$ cat config.mk
export PLATFORM = sky130hd
export DESIGN_NAME = ppb_router
export DESIGN_NICKNAME = d
export VERILOG_FILES = /design/src/rtl/ppb_pkg.sv /design/src/rtl/ppb_window.sv /design/src/rtl/ppb_decode.sv /design/src/rtl/ppb_term_resp.sv /design/src/rtl/ppb_router.sv
export SDC_FILE = /design/constraint.sdc
export NUM_CORES = 1
export LEC_CHECK = 0
export BUFFER_PORTS_ARGS = -buffer_cell sky130_fd_sc_hd__buf_2
export CAP_MARGIN = 10
export CORE_MARGIN = 8
export CORE_UTILIZATION = 45
export DETAILED_ROUTE_END_ITERATION = 10
export PLACE_DENSITY = 0.83
export SETUP_SLACK_MARGIN = 0.4
export SKIP_LAST_GASP = 1
export SLEW_MARGIN = 20
export SYNTH_ARGS = -nofsm -noshare
export SYNTH_HDL_FRONTEND = slang
export SYNTH_HIERARCHICAL = 1
export SYNTH_SLANG_ARGS = --single-unit
$ cat constraint.sdc
create_clock -name clk -period 4.1 [get_ports clk]
set_input_delay 0.205 -clock clk [delete_from_list [all_inputs] [get_ports clk]]
set_output_delay 0.205 -clock clk [all_outputs]
set_load 0.1 [all_outputs]
$ cat src/rtl/ppb_pkg.sv
// Package: shared target encoding and the fixed address map of the
// private peripheral decoder. Assumes a 32-bit byte address.
package ppb_pkg;

    typedef enum logic [2:0] {
        PPB_TGT_NONE   = 3'd0,
        PPB_TGT_SYSREG = 3'd1,
        PPB_TGT_TMR    = 3'd2,
        PPB_TGT_ERRBLK = 3'd3,
        PPB_TGT_TERM   = 3'd4
    } ppb_tgt_e;

    localparam logic [31:0] PPB_SPACE_BASE  = 32'hE000_0000;
    localparam logic [31:0] PPB_SPACE_SIZE  = 32'h0010_0000;
    localparam logic [31:0] PPB_SYS_BASE    = 32'hE000_E000;
    localparam logic [31:0] PPB_PAGE_SIZE   = 32'h0000_1000;
    localparam logic [31:0] PPB_TMR_BASE    = 32'hE000_E010;
    localparam logic [31:0] PPB_TMR_SIZE    = 32'h0000_00E0;
    localparam logic [31:0] PPB_ALIAS_DELTA = 32'h0002_0000;
    localparam logic [31:0] PPB_ERR_BASE    = 32'hE000_5000;

endpackage

$ cat src/rtl/ppb_window.sv
// Module: single address window comparator.
// Asserts hit when addr lies in [BASE, BASE+SIZE). Assumes the window
// does not wrap the top of the address space.
module ppb_window #(
    parameter int unsigned     AW   = 32,
    parameter logic [AW-1:0]   BASE = '0,
    parameter logic [AW-1:0]   SIZE = '1
) (
    input  logic [AW-1:0] addr,
    output logic          hit
);
    logic [AW-1:0] rel;

    // Offset from the window base; unsigned compare covers both ends.
    always_comb begin
        rel = addr - BASE;
        hit = (rel < SIZE);
    end
endmodule

$ cat src/rtl/ppb_decode.sv
// Module: priority decoder for the private peripheral space.
// Priority: timer > system registers > alias window > error block > default.
// Purely combinational. Assumes windows as listed in ppb_pkg.
module ppb_decode
    import ppb_pkg::*;
#(
    parameter int unsigned AW        = 32,
    parameter bit          SECURE_EN = 1'b1,
    parameter bit          ERRBLK_EN = 1'b1
) (
    input  logic [AW-1:0] addr,
    input  logic          secure,
    output ppb_tgt_e      tgt,
    output logic          via_alias,
    output logic          eff_secure
);
    logic hit_space, hit_sys, hit_tmr, hit_asys, hit_atmr, hit_err;

    ppb_window #(.AW(AW), .BASE(PPB_SPACE_BASE), .SIZE(PPB_SPACE_SIZE))
        u_space (.addr(addr), .hit(hit_space));
    ppb_window #(.AW(AW), .BASE(PPB_SYS_BASE), .SIZE(PPB_PAGE_SIZE))
        u_sys (.addr(addr), .hit(hit_sys));
    ppb_window #(.AW(AW), .BASE(PPB_TMR_BASE), .SIZE(PPB_TMR_SIZE))
        u_tmr (.addr(addr), .hit(hit_tmr));

    generate
        if (SECURE_EN) begin : g_alias
            ppb_window #(.AW(AW), .BASE(PPB_SYS_BASE + PPB_ALIAS_DELTA), .SIZE(PPB_PAGE_SIZE))
                u_asys (.addr(addr), .hit(hit_asys));
            ppb_window #(.AW(AW), .BASE(PPB_TMR_BASE + PPB_ALIAS_DELTA), .SIZE(PPB_TMR_SIZE))
                u_atmr (.addr(addr), .hit(hit_atmr));
        end else begin : g_no_alias
            assign hit_asys = 1'b0;
            assign hit_atmr = 1'b0;
        end

        if (ERRBLK_EN) begin : g_err
            ppb_window #(.AW(AW), .BASE(PPB_ERR_BASE), .SIZE(PPB_PAGE_SIZE))
                u_err (.addr(addr), .hit(hit_err));
        end else begin : g_no_err
            assign hit_err = 1'b0;
        end
    endgenerate

    // Fixed-priority resolution of overlapping windows.
    always_comb begin
        tgt       = PPB_TGT_NONE;
        via_alias = 1'b0;
        if (!hit_space) begin
            tgt = PPB_TGT_NONE;
        end else if (hit_tmr) begin
            tgt = PPB_TGT_TMR;
        end else if (hit_sys) begin
            tgt = PPB_TGT_SYSREG;
        end else if (hit_asys) begin
            if (secure) begin
                tgt       = hit_atmr ? PPB_TGT_TMR : PPB_TGT_SYSREG;
                via_alias = 1'b1;
            end else begin
                tgt = PPB_TGT_TERM;
            end
        end else if (hit_err) begin
            tgt = PPB_TGT_ERRBLK;
        end else begin
            tgt = PPB_TGT_TERM;
        end
    end

    // Alias re-issue drops the secure attribute.
    assign eff_secure = secure & ~via_alias;
endmodule

$ cat src/rtl/ppb_term_resp.sv
// Module: local responder for terminated accesses.
// Registers one response per terminated request: zero data, error
// for unprivileged requests. Synchronous active-low reset.
module ppb_term_resp #(
    parameter int unsigned DW = 32
) (
    input  logic          clk,
    input  logic          rst_n,
    input  logic          term_hit,
    input  logic          user,
    output logic          rsp_valid,
    output logic [DW-1:0] rsp_rdata,
    output logic          rsp_err
);
    // Capture the response one cycle after the request.
    always_ff @(posedge clk) begin
        if (!rst_n) begin
            rsp_valid <= 1'b0;
            rsp_err   <= 1'b0;
            rsp_rdata <= '0;
        end else begin
            rsp_valid <= term_hit;
            rsp_err   <= term_hit & user;
            rsp_rdata <= '0;
        end
    end
endmodule

$ cat src/rtl/ppb_router.sv
// Module: top of the secure-banked private peripheral decoder.
// Routes each request to the system registers, a timer bank or the error
// block, and rewrites the secure attribute for alias re-issues. Unclaimed
// and non-secure alias accesses are answered locally one cycle later.
// Assumes at most one request per cycle and no back-pressure.
module ppb_router
    import ppb_pkg::*;
#(
    parameter int unsigned ADDR_W    = 32,
    parameter int unsigned DATA_W    = 32,
    parameter int unsigned OFS_W     = 12,
    parameter bit          SECURE_EN = 1'b1,
    parameter bit          ERRBLK_EN = 1'b1
) (
    input  logic              clk,
    input  logic              rst_n,
    input  logic              req_valid,
    input  logic [ADDR_W-1:0] req_addr,
    input  logic              req_write,
    input  logic [DATA_W-1:0] req_wdata,
    input  logic              req_secure,
    input  logic              req_user,
    output logic              sysreg_sel,
    output logic              tmr_s_sel,
    output logic              tmr_ns_sel,
    output logic              errblk_sel,
    output logic [OFS_W-1:0]  fwd_offset,
    output logic              fwd_write,
    output logic [DATA_W-1:0] fwd_wdata,
    output logic              fwd_secure,
    output logic              fwd_user,
    output logic              rsp_valid,
    output logic [DATA_W-1:0] rsp_rdata,
    output logic              rsp_err
);
    ppb_tgt_e tgt;
    logic     via_alias;
    logic     eff_secure;
    logic     is_tmr;
    logic     tmr_secure;

    ppb_decode #(.AW(ADDR_W), .SECURE_EN(SECURE_EN), .ERRBLK_EN(ERRBLK_EN)) u_dec (
        .addr       (req_addr),
        .secure     (req_secure),
        .tgt        (tgt),
        .via_alias  (via_alias),
        .eff_secure (eff_secure)
    );

    // Target selects, gated by request valid.
    always_comb begin
        is_tmr     = req_valid && (tgt == PPB_TGT_TMR);
        tmr_secure = SECURE_EN && eff_secure;
        sysreg_sel = req_valid && (tgt == PPB_TGT_SYSREG);
        errblk_sel = req_valid && (tgt == PPB_TGT_ERRBLK);
        tmr_s_sel  = is_tmr && tmr_secure;
        tmr_ns_sel = is_tmr && !tmr_secure;
    end

    // Forwarded request fields.
    always_comb begin
        fwd_offset = req_addr[OFS_W-1:0];
        fwd_write  = req_write;
        fwd_wdata  = req_wdata;
        fwd_secure = eff_secure;
        fwd_user   = req_user;
    end

    ppb_term_resp #(.DW(DATA_W)) u_rsp (
        .clk       (clk),
        .rst_n     (rst_n),
        .term_hit  (req_valid && (tgt == PPB_TGT_TERM)),
        .user      (req_user),
        .rsp_valid (rsp_valid),
        .rsp_rdata (rsp_rdata),
        .rsp_err   (rsp_err)
    );
endmodule

==> metrics.yaml <==
status: "completed"
wl_um: 8114
power_density_mw_per_mm2: 165.4
period_needed_ns: 3.627
rows: 27
fin_setup_tns_ns: 0
place_ws_ns: 0.3225
dp_cells: 444
hold_viol_final: 0
cpPeakStageDelay_ns: 0.56
post_cts_resized: 3
firstDrtPassIters: 7
postCtsHoldBufs: 0
tightest_slew_ns: 0.5723
ant_nets: 0
maxSlewViolCount: 0
numCtsBuffers: 3
layout.cells.non_filler: 447
clk_pin_slew_ns: 0.03
clock-root-buffer: "clkbuf_8"
hold_class: "in2reg"
start_util_pct: 46.50
globalRouteMet3Util_pct: 3.704
synth_warnings: 6
drv_cap: 0
dpl.hpwl_um: 5965
power.leakage_nw: 1.040
port_buffers: 48
met1_usage_pct: 22.60
grt_setup_unrepaired: "false"
multi_input_comb_area_mm2: 0.002074
cts_tree: "built"
fin_util_pct: 48.51
seqCellArea_um2: 40.04
worstPathArrival_ns: 3.42
n_antenna_cell: 0
relSlewSlack_pct: 61.67
first_iter_violations: 274
grt_pass1_vias: 2750
synth_area_mm2: 0.002545
viasPerCell: 6.465
setup_ws_ns: 0.4730
post-cts-setup-buffer-count: 0
core_mm2: 0.005473
drive_above_1_share_pct: 27.73
cp_slowest_cell: "or4_4"
whs_ns: 0.2226
antenna_found_initial: 0
cts.htree.levels: 1
grt_max_degree: 27
crit_required_ns: 3.89
start_kind: "primary input"
clkSinkCount: 2
fin_crit_sh_pct: 88.46
drc: 0
syn_area_per_cell_um2: 7.030
grt_pass1_wl_um: 13050
critical_path_class: "in2out"
grt_util_all_layers_pct: 17.99
io_pins: 155
area_growth_pct: 4.327
dieArea_mm2: 0.008317
die_h_um: 91.20
globalplace.congestion: 0.9813
wl_per_cell_um: 18.15
met2_usage_pct: 29.02
ctsLongestPathBuffers: 2
vias: 2890
n_fill_cell: 568
critPathCaptureType: "output port"
final-setup-viol-count: 0
die_w_um: 91.20
fin_nets: 452
crit_top_cell: "or4_4"
grt.busiest_layer: "met2"
grt-ovfl-total: 0
synth_cells: 362
peakVddDrop_v: 0.0001779
max_freq_mhz: 275.7
cp_max_fo: 5
path_cells: "buf_2, or4_4, or4_4, nand2b_4, or4b_4, o211ai_2, o2111a_1, and3b_1, o311a_4, inv_1, nor2_2, clkbuf_4"
layout by cell type (no fill, tap or decap), drive strengths merged, types with 5 or more instances in the layout:
| cell type | n |
|---|---|
| nand2 | 17 |
| a21oi | 19 |
| or4 | 10 |
| nand2b | 5 |
| and3 | 5 |
| inv | 10 |
| o21ai | 16 |
| nor2 | 25 |
| nor3b | 6 |
| nor2b | 5 |
| xor2 | 7 |
| nand3 | 16 |
| nor4b | 7 |
| xnor2 | 6 |
| buf | 61 |
| or3 | 6 |
| nor4 | 15 |
| nor3 | 26 |
| ha | 5 |
| a31oi | 5 |
| conb | 32 |
| nand4 | 9 |
state kept, by name, summed over array words and instances (netlist names):
signal / flops
u_rsp/rsp_err: 1
u_rsp/rsp_valid: 1
final timing paths:
path	start	endpoint	slack [ns]	cells past startpoint
worst min-delay path	rst_n	u_rsp/rsp_valid$_SDFF_PN0_	0.22	2
worst max-delay path	req_addr[20]	errblk_sel	0.47	12
per-stage QoR:
step | instance area (um^2) | power [mW]
finish | 2655 | 0.4392
global route | 2655 | 0.4618
CTS | 2606 | 0.4318
detailed placement | 2559 | 0.3565
global placement | 2559 | 0.3539
floorplan | 2715 | 0.4652
metal layers:
| metal | share of wire [%] | wire (um) | up-vias |
|---|---|---|---|
| li1 | - | - | 1285 |
| met4 | 3.0 | 246 | 0 |
| met1 | 39 | 3146 | 1370 |
| met3 | 11 | 891 | 34 |
| met5 | 0 | 0 | - |
| met2 | 47 | 3831 | 201 |
area by class of cell:
class / count / area share [%]
clock buffer: 3 / 1.555
sequential: 2 / 1.508
inverter: 10 / 1.414
multi-input combinational: 298 / 78.13
tap: 72 / 3.393
timing repair buffer: 62 / 14.00
report_power, final:
part           switching [mW]  internal [mW]
Combinational           0.279         0.0673
Sequential        0.000000433         0.0197
Clock                  0.0111         0.0617
Total                   0.291          0.149
critical path: cells and delay by family:
kind	cells	cell delay, ns
and+or+nand+nor	6	2.01
AOI/OAI and AO/OA	3	0.66
buffers and inverters	3	0.54
No activity file was read; power rests on OpenSTA's default activity.
